## src/rtl/sr_seq_pkg.sv

```systemverilog
package sr_seq_pkg;
  typedef enum logic [1:0] {
    ST_STANDBY = 2'd0,
    ST_LOGIC   = 2'd1,
    ST_RUN     = 2'd2
  } seq_state_t;
endpackage

```

## src/rtl/sr_flag_sync.sv

```systemverilog
module sr_flag_sync #(
  parameter int WIDTH  = 2,
  parameter int STAGES = 2
) (
  input  logic             clk,
  input  logic             rst_n,
  input  logic [WIDTH-1:0] d,
  output logic [WIDTH-1:0] q
);
  logic [WIDTH-1:0] stage [STAGES];

  always_ff @(posedge clk or negedge rst_n) begin
    if (!rst_n) stage[0] <= '0;
    else        stage[0] <= d;
  end

  for (genvar s = 1; s < STAGES; s++) begin : g_stage
    always_ff @(posedge clk or negedge rst_n) begin
      if (!rst_n) stage[s] <= '0;
      else        stage[s] <= stage[s-1];
    end
  end

  assign q = stage[STAGES-1];
endmodule

```

## src/rtl/sr_seq_fsm.sv

```systemverilog
module sr_seq_fsm
  import sr_seq_pkg::*;
(
  input  logic       clk,
  input  logic       rst_n,
  input  logic       chip_ok_s,
  input  logic       main_ok_s,
  output seq_state_t state
);
  seq_state_t nxt;

  always_comb begin
    nxt = state;
    unique case (state)
      ST_STANDBY: if (chip_ok_s) nxt = ST_LOGIC;
      ST_LOGIC: begin
        if (!chip_ok_s)     nxt = ST_STANDBY;
        else if (main_ok_s) nxt = ST_RUN;
      end
      ST_RUN: begin
        if (!chip_ok_s)      nxt = ST_STANDBY;
        else if (!main_ok_s) nxt = ST_LOGIC;
      end
      default: nxt = ST_STANDBY;
    endcase
  end

  always_ff @(posedge clk or negedge rst_n) begin
    if (!rst_n) state <= ST_STANDBY;
    else        state <= nxt;
  end
endmodule

```

## src/rtl/sr_holdoff_steer.sv

```systemverilog
module sr_holdoff_steer #(
  parameter int NUM_CH = 2
) (
  input  logic              run,
  input  logic [NUM_CH-1:0] timing,
  output logic [NUM_CH-1:0] gate,
  output logic [NUM_CH-1:0] hold
);
  for (genvar c = 0; c < NUM_CH; c++) begin : g_ch
    localparam int PARTNER = NUM_CH - 1 - c;
    // main path passes its own input, hold-off takes the partner's
    assign gate[c] = run & timing[c];
    assign hold[c] = ~run & timing[PARTNER];
  end
endmodule

```

## src/rtl/sr_powerup_seq.sv

```systemverilog
module sr_powerup_seq
  import sr_seq_pkg::*;
#(
  parameter int SYNC_STAGES = 2
) (
  input  logic clk,
  input  logic rst_n,
  input  logic chip_ok,
  input  logic main_ok,
  input  logic in_a,
  input  logic in_b,
  output logic logic_en,
  output logic ea_clamp,
  output logic ref_clamp,
  output logic drv_en_a,
  output logic drv_en_b,
  output logic out_a,
  output logic out_b,
  output logic hold_a,
  output logic hold_b
);
  localparam int NUM_FLAGS = 2;
  localparam int NUM_CH    = 2;

  logic [NUM_FLAGS-1:0] flags_s;
  seq_state_t           state;
  logic                 run;
  logic [NUM_CH-1:0]    gate, hold;

  sr_flag_sync #(.WIDTH(NUM_FLAGS), .STAGES(SYNC_STAGES)) u_sync (
    .clk   (clk),
    .rst_n (rst_n),
    .d     ({main_ok, chip_ok}),
    .q     (flags_s)
  );

  sr_seq_fsm u_fsm (
    .clk       (clk),
    .rst_n     (rst_n),
    .chip_ok_s (flags_s[0]),
    .main_ok_s (flags_s[1]),
    .state     (state)
  );

  assign run = (state == ST_RUN);

  sr_holdoff_steer #(.NUM_CH(NUM_CH)) u_steer (
    .run    (run),
    .timing ({in_b, in_a}),
    .gate   (gate),
    .hold   (hold)
  );

  assign logic_en  = (state != ST_STANDBY);
  assign ea_clamp  = (state == ST_STANDBY);
  assign ref_clamp = ~run;
  assign drv_en_a  = run;
  assign drv_en_b  = run;
  assign out_a     = gate[0];
  assign out_b     = gate[1];
  assign hold_a    = hold[0];
  assign hold_b    = hold[1];
endmodule

```

## config.mk

```make
export PLATFORM = sky130hd
export DESIGN_NAME = sr_powerup_seq
export DESIGN_NICKNAME = d
export VERILOG_FILES = /design/src/rtl/sr_seq_pkg.sv /design/src/rtl/sr_flag_sync.sv /design/src/rtl/sr_seq_fsm.sv /design/src/rtl/sr_holdoff_steer.sv /design/src/rtl/sr_powerup_seq.sv
export SDC_FILE = /design/constraint.sdc
export NUM_CORES = 1
export LEC_CHECK = 0
export ABC_AREA = 0
export BUFFER_PORTS_ARGS = -buffer_cell sky130_fd_sc_hd__buf_2
export CORE_AREA = 4 4 41 43
export CTS_BUF_LIST = sky130_fd_sc_hd__clkbuf_4
export CTS_CLUSTER_SIZE = 25
export DETAILED_ROUTE_END_ITERATION = 10
export DIE_AREA = 0 0 45 47
export PLACE_DENSITY = 0.42
export SETUP_SLACK_MARGIN = 0.4
export SYNTH_ARGS = -nofsm -noshare
export SYNTH_HDL_FRONTEND = slang
export SYNTH_SLANG_ARGS = --single-unit
```

## constraint.sdc

```tcl
create_clock -name clk -period 0.8 [get_ports clk]
set_input_delay 0 -clock clk [delete_from_list [all_inputs] [get_ports clk]]
set_output_delay 0 -clock clk [all_outputs]
set_load 0.01 [all_outputs]
```

* Yosys cells after proc, flatten, opt, wreduce, memory -nomap -nowiden
Cells that the tools add are included.
Operators by class: add/subtract/negate cells 0, multiply operators 0, divide/modulo/power cells 0, magnitude comparators 0, eq/ne operators 5, shift operators 0, multiplexer cells 6, bitwise logic cells 5, reductions and logical operators 3
Operator list (count):
- two-way mux 2 bit | 5
- inequality test 3 bit, second input constant | 2
- case mux 2 bit (3 select lines) | 1
- bitwise AND 1 bit | 4
- AND reduction 3 bit | 1
- equality test 2 x 1 -> 1 bit, second input constant | 1
- equality test 2 bit, second input constant | 1
- zero test 2 bit | 1
- inequality test 2 x 1 -> 1 bit, second input constant | 1
- nonzero test 2 bit | 1
- NOT 1 bit | 1
Word-level totals: flip-flop bits (word level) 6, bits in latches 0, memory bits (writable) 0, memory bits (read-only) 0, input port bits 6, output and inout bits 9, word-level logic and storage cells 22, memories kept 0

* Depth between registers and ports, before layout
Gate-level depths: netlist of run 1.
depth after elaboration 3, mapped depth 3, depth with buffers taken out 3

* Cells and area by module
Synthesis of run 1 repeated with hierarchy kept, for this count alone.
Unflattened totals: cells, all modules 22, area, all modules 254.0 um^2
By module, submodules not included:
- sr_flag_sync | times used 1, cells an instance 6, area an instance 115.1 um^2, seq. area each 100.1 um^2
- sr_seq_fsm | times used 1, cells an instance 7, area an instance 81.3 um^2, seq. area each 50.0 um^2
- sr_powerup_seq | times used 1, cells an instance 5, area an instance 32.5 um^2, seq. area each 0.0 um^2
- sr_holdoff_steer | times used 1, cells an instance 4, area an instance 25.0 um^2, seq. area each 0.0 um^2

* Worst setup path before layout of run 1
Ideal clock, no wire load.
kind register to output, start register u_fsm.state[0], end output ea_clamp, data arrival time 0.846 ns, required time 0.800 ns, slack -0.046 ns, cell stages (with the launch flop) 3, buffers on the path 0, cell sequence dfrtp_1 or2_2 inv_1
On the way: word-level cells in the longest chain between the ends 1
Ends and longest elaborated chain:
- start: declaration | RTL line sr_seq_fsm.sv:8 | output seq_state_t state
- start signal: assignment | RTL line sr_seq_fsm.sv:30 | else state <= nxt;
- zero test 2 bit | RTL line sr_powerup_seq.sv:55 | assign ea_clamp = (state == ST_STANDBY);
- end: declaration | RTL line sr_powerup_seq.sv:13 | output logic ea_clamp,
Every way passes these cells.

* Worst setup path in the final report of run 1
start register u_fsm.state[0], end output hold_b
On the way: word-level cells in the longest chain between the ends 3
Ends and longest elaborated chain:
- equality test 2 bit | RTL line sr_powerup_seq.sv:45 | assign run = (state == ST_RUN);
- NOT 1 bit | RTL line sr_holdoff_steer.sv:13 | assign hold[c] = ~run & timing[PARTNER];
- bitwise AND 1 bit | RTL line sr_holdoff_steer.sv:13
- end: declaration | RTL line sr_powerup_seq.sv:20 | output logic hold_b
Every way passes these cells.

==> run_results.csv, run 1 <==
group,metric,value,unit
detailed_routing,drt-pass1-iter-count,2,
yosys,postSynthCellCount,21,
global_route,grt_max_degree,7,
yosys,synthesis.nets,27,
clock_tree,path_clk_slew,0.04,ns
power_and_ir_drop,ir_worst_vdd,0.6967,mV
clock_tree,root_buffer,"clkbuf_4",
yosys,synth_compound_area_frac,0.07107,
placement,gp_congestion,0.5893,
detailed_routing,wl_per_cell,8.983,um
yosys,ys_ff_latch,6,
clock_tree,hold_buffers,1,
detailed_routing,vias_per_cell,3.724,
global_route,grt_usage,0.05892,
finish,multi_input_area,106.4,um^2
yosys,avgSynthCellArea,11.74,um^2
global_route,grt_pass1_vias,224,
timing,clock_skew,0.00003428,ns
power_and_ir_drop,combPwrFrac,0.210,
power_and_ir_drop,internal_power,0.5896,mW
placement,dp_hpwl,361.3,um
finish,seq_area,150.1,um^2
power_and_ir_drop,pwr-share-clk,0.352,
clock_tree,cts_tree,"built",
timing,holdWs,-0.1325,ns
finish,drive_above_1_share,0.7674,
die,ios,15,
outcome,violations,"negative hold slack, negative setup slack",
yosys,synth_mux_area_frac,0,
clock_tree,cts.sinks,6,
detailed_routing,ant_nets,0,
critical_path,crit_fanout,5,
hold_path,min_path_type,"input pin to register",
global_route,grt_overflow,0,
finish,diodes,0,
critical_path,startpoint_type,"register",
die,die_width,45,um
die,start_util,0.1894,
power_and_ir_drop,swShare,0.2284,
yosys,synth_xor_area_frac,0,
yosys,synth-simple-area-share,0.2589,
critical_path,critPathRequiredTime,0.80,ns
placement,io_buffers,14,
clock_tree,numCtsBuffers,3,
flow_run,maxCapViolations,0,
outcome,status,"finished with violations",
yosys,synth_top_family_by_area,"simple AND/OR/NAND/NOR gates",
timing,layout_setup_ws,-0.3330,ns
clock_tree,worstSkewPairLatency,0.24,ns
timing,worst_pin_slew,0.1759,ns
placement,placement.setup.worst_slack,-0.08762,ns
yosys,ys_types,14,
power_and_ir_drop,power_switching,0.1746,mW
yosys,yosysWarningCount,0,
critical_path,setup.worst_path.end_class,"output pin",
yosys,mappedNetlistArea,246.5,um^2
finish,fill_cells,138,
clock_tree,cts.path.max_buffers,2,
timing,finalHoldViolCount,2,
die,die_area,2115,um^2
die,coreArea,1301,um^2
timing,drv_slew,0,
yosys,yosysSeqAreaShare,0.6091,
timing,timing.fmax,0.8826,GHz
power_and_ir_drop,p_per_area,1620,nW/um^2
finish,fin_nets,51,
yosys,synthAdderAreaFrac,0,
detailed_routing,wirelength,521,um
detailed_routing,drtIter0Drc,2,
detailed_routing,drc,0,
timing,setup_viol,11,
timing,fin_crit_sh,1.416,
die,die_h,47,um
detailed_routing,vias,216,
critical_path,critPathKind,"register to output pin",
timing,setup_tns,-2.718,ns
die,rows,13,
timing,fin_crit,1.133,ns
clock_tree,htreeDepth,1,
timing,rsz0062_at_grt,"yes",
timing,max_slew_margin,0.8828,
global_route,grt_pass1_wl,828,um
global_route,antenna_found_initial,0,
power_and_ir_drop,p_seq_frac,0.438,
power_and_ir_drop,power_leakage,0.2322,nW
finish,area_growth,91.37,%
critical_path,cp.arrival,1.13,ns
[through the flow]
| stage | total power, mW | util | instances | cell area (um^2) |
|---|---|---|---|---|
| after floorplan | 0.3863 | - | 21 | 246.5 |
| after global placement | 0.4380 | 0.2635 | 51 | 342.8 |
| after detailed placement | 0.4378 | 0.2635 | 51 | 342.8 |
| after CTS | 0.7749 | 0.3433 | 57 | 446.7 |
| after global routing | 0.8180 | 0.3625 | 58 | 471.7 |
| final | 0.7642 | 0.3625 | 58 | 471.7 |
[critical path, cell delays in order (launching register included)]
cell,delay [ns]
dfrtp_1,0.42
nor2b_4,0.16
inv_2,0.06
and2_4,0.15
buf_6,0.11
[sequential cells by signal, summed over array words and instances, names as in the netlist]
| register | flops |
|---|---|
| u_fsm.state | 2 |
| u_sync.q | 2 |
| u_sync.stage | 2 |
[repair_timing]
item                                   in CTS  in global routing
endpoints found under the hold margin       8                  2
pin swaps                                   4                  3
gates resized for setup                    12                  4
setup buffers                               2                  1
setup endpoints to repair                  13                 13
[Yosys cell counts]
| library cell | number | area [um^2] |
|---|---|---|
| a21oi_1 | 2 | 10.01 |
| and2_1 | 1 | 6.260 |
| and2_2 | 2 | 15.01 |
| and2_4 | 1 | 8.760 |
| buf_4 | 1 | 7.510 |
| dfrtp_1 | 6 | 150.1 |
| inv_1 | 1 | 3.750 |
| inv_2 | 1 | 3.750 |
| nand2_1 | 1 | 3.750 |
| nand2b_1 | 1 | 6.260 |
| nor2_1 | 1 | 3.750 |
| nor2b_4 | 1 | 13.76 |
| o21a_1 | 1 | 7.510 |
| or2_2 | 1 | 6.260 |
[area by class of cell]
class | instances | share of cell area
inverter | 2 | 0.01592
tap | 15 | 0.03979
multi-input combinational | 12 | 0.2255
sequential | 6 | 0.3183
clock buffer | 3 | 0.04775
timing repair buffer | 20 | 0.3528
[kinds of logic after synthesis]
logic type,Yosys count
simple gates,9
flops,6
compound gates,3
buf+inv,3
[routing by layer]
layer | up-vias | part of all wire | global-route usage
met5 | - | 0 | 0
met4 | 0 | 0 | 0.07018
met3 | 0 | 0.063 | 0.02299
met2 | 7 | 0.57 | 0.09040
met1 | 102 | 0.37 | 0.05581
li1 | 107 | - | -
[cell usage in the layout (no fill, tap or decap), types with 2 or more instances in the layout]
cell and count:
a21oi_2 2, and2_2 2, buf_2 8, buf_4 2, buf_6 9, clkbuf_4 3, dfrtp_1 6, inv_2 2
[path summary, 6_finish.rpt]
path | startpoint | to | slack [ns] | depth (start not counted)
min in group asynchronous | rst_n | u_sync.stage[3]$_DFF_PN0_ | 0.11 | 2
min reg2reg | u_sync.stage[3]$_DFF_PN0_ | u_sync.q[1]$_DFF_PN0_ | 0.34 | 0
min | chip_ok | u_sync.stage[2]$_DFF_PN0_ | -0.13 | 1
max reg2reg | u_fsm.state[1]$_DFFE_PN0P_ | u_fsm.state[0]$_DFFE_PN0P_ | -0.20 | 5
max in group asynchronous | rst_n | u_sync.stage[2]$_DFF_PN0_ | 0.56 | 2
max | u_fsm.state[0]$_DFFE_PN0P_ | hold_b | -0.33 | 4
[power groups by stage]
stage / sequential (mW) / clock (mW) / combinational, mW
finish: 0.335 / 0.269 / 0.161
global route: 0.337 / 0.306 / 0.175
CTS: 0.333 / 0.291 / 0.151
detailed placement: 0.337 / 0 / 0.101
global placement: 0.337 / 0 / 0.101
floorplan: 0.336 / 0 / 0.0505
Note: power is estimated with default switching activity, not from simulation.
==> run 2: changes to the inputs <==
--- a/config.mk
+++ b/config.mk
@@ -17,3 +17,4 @@
 export SYNTH_ARGS = -nofsm -noshare
 export SYNTH_HDL_FRONTEND = slang
 export SYNTH_SLANG_ARGS = --single-unit
+export TNS_END_PERCENT = 5
==> run_results.csv, run 2 (synthesis results as in run 1) <==
group,metric,value,unit
critical_path,setup.worst_path.end_class,"output pin",
timing,drv_slew,0,
clock_tree,root_buffer,"clkbuf_4",
finish,final_common_cell,"buf_2",
timing,fin_crit,1.135,ns
clock_tree,path_clk_slew,0.04,ns
die,die_h,47,um
timing,fin_crit_sh,1.419,
finish,fin_nets,50,
finish,final_cells,57,
placement,dp_cells,51,
placement,placement.setup.worst_slack,-0.1017,ns
die,coreArea,1301,um^2
power_and_ir_drop,finalPower,0.7316,mW
placement,io_buffers,14,
timing,finalHoldViolCount,2,
clock_tree,worstSkewPairLatency,0.24,ns
critical_path,cpPeakStageDelay,0.41,ns
finish,area_growth,75.13,%
global_route,antenna_found_initial,0,
finish,diodes,0,
power_and_ir_drop,pwr-share-clk,0.360,
critical_path,crit_fanout,4,
global_route,grt_max_degree,7,
power_and_ir_drop,swShare,0.2211,
finish,final_cell_mix,"buf_2, dfrtp_1, buf_6",
power_and_ir_drop,p_seq_frac,0.456,
clock_tree,htreeDepth,1,
clock_tree,cts.sinks,6,
timing,holdWs,-0.1321,ns
critical_path,r2r-start,"u_fsm.state[0]$_DFFE_PN0P_",
finish,multi_input_area,91.34,um^2
power_and_ir_drop,combPwrFrac,0.184,
power_and_ir_drop,power_switching,0.1618,mW
global_route,grt_usage,0.06385,
critical_path,critPathKind,"register to output pin",
die,ios,15,
critical_path,cp.arrival,1.14,ns
outcome,violations,"negative hold slack, negative setup slack",
timing,setup_tns,-2.578,ns
finish,drive_above_1_share,0.6905,
hold_path,min_from,"chip_ok",
detailed_routing,vias_per_cell,3.702,
timing,clock_skew,0.003388,ns
placement,dp_hpwl,375.6,um
global_route,grt_pass1_wl,897,um
placement,gp_congestion,0.6110,
finish,seq_area,150.1,um^2
die,start_util,0.1894,
detailed_routing,ant_nets,0,
finish,final_core_util,0.3317,
global_route,grt_pass1_vias,219,
critical_path,startpoint_type,"register",
timing,max_slew_margin,0.8925,
power_and_ir_drop,power_leakage,0.2170,nW
timing,timing.fmax,0.8807,GHz
placement,placed_area,342.8,um^2
timing,worst_pin_slew,0.1613,ns
clock_tree,hold_buffers,1,
critical_path,path_cells,"nor2b_4, inv_2, and2_1, buf_2",
timing,layout_setup_ws,-0.3355,ns
clock_tree,cts_tree,"built",
detailed_routing,wl_per_cell,9.351,um
detailed_routing,drt-pass1-iter-count,1,
outcome,status,"finished with violations",
critical_path,slowest_stage,"dfrtp_1",
timing,rsz0062_at_grt,"yes",
global_route,grt_overflow,0,
finish,fill_cells,144,
power_and_ir_drop,internal_power,0.5698,mW
critical_path,critPathTopFamily,"flip-flops",
critical_path,critPathRequiredTime,0.80,ns
critical_path,crit_buf_inv,2,
finish,design_area,431.7,um^2
power_and_ir_drop,p_per_area,1695,nW/um^2
clock_tree,cts.path.max_buffers,2,
die,die_width,45,um
power_and_ir_drop,ir_worst_vdd,1.139,mV
detailed_routing,drtIter0Drc,0,
critical_path,critPathLaunch,"u_fsm.state[0]$_DFFE_PN0P_",
hold_path,min_path_type,"input pin to register",
clock_tree,numCtsBuffers,3,
detailed_routing,vias,211,
detailed_routing,wirelength,533,um
detailed_routing,drc,0,
flow_run,maxCapViolations,0,
die,die_area,2115,um^2
timing,setup_viol,11,
die,rows,13,
-- run 2: path summary, 6_finish.rpt --
check,to,slack (ns),depth (start not counted)
min in group asynchronous,u_sync.q[1]$_DFF_PN0_,0.11,2
max in group asynchronous,u_sync.q[0]$_DFF_PN0_,0.55,2
min,u_sync.stage[2]$_DFF_PN0_,-0.13,1
max reg2reg,u_fsm.state[1]$_DFFE_PN0P_,-0.13,4
min reg2reg,u_sync.q[1]$_DFF_PN0_,0.34,0
max,hold_a,-0.34,4
-- run 2: routing by layer --
metal	track usage	vias up	wire length, um
li1	-	106	-
met1	0.05621	98	146
met2	0.1158	7	344
met3	0.04598	0	43
met4	0.01754	0	0
met5	0	-	0
-- run 2: final cells by class --
type                    instances  share of cell area
well taps                      15             0.04348
repair buffers                 19              0.3275
inverters                       2             0.01739
flip-flops and latches          6              0.3478
clock buffers                   3             0.05217
multi-input cells              12              0.2116
-- run 2: power by group through the flow --
stage | Combinational (mW) | Clock [mW] | Sequential [mW]
4_1_cts | 0.135 | 0.277 | 0.333
5_1_grt | 0.148 | 0.310 | 0.336
3_5_place_dp | 0.0999 | 0 | 0.337
2_1_floorplan | 0.0505 | 0 | 0.336
6_report | 0.134 | 0.264 | 0.334
3_3_place_gp | 0.0991 | 0 | 0.338
-- run 2: timing repair --
item	in CTS	in global routing
setup buffers	2	0
hold endpoints to repair	8	2
pin swaps	3	0
resized for setup	8	0
endpoints found under the setup margin	13	13
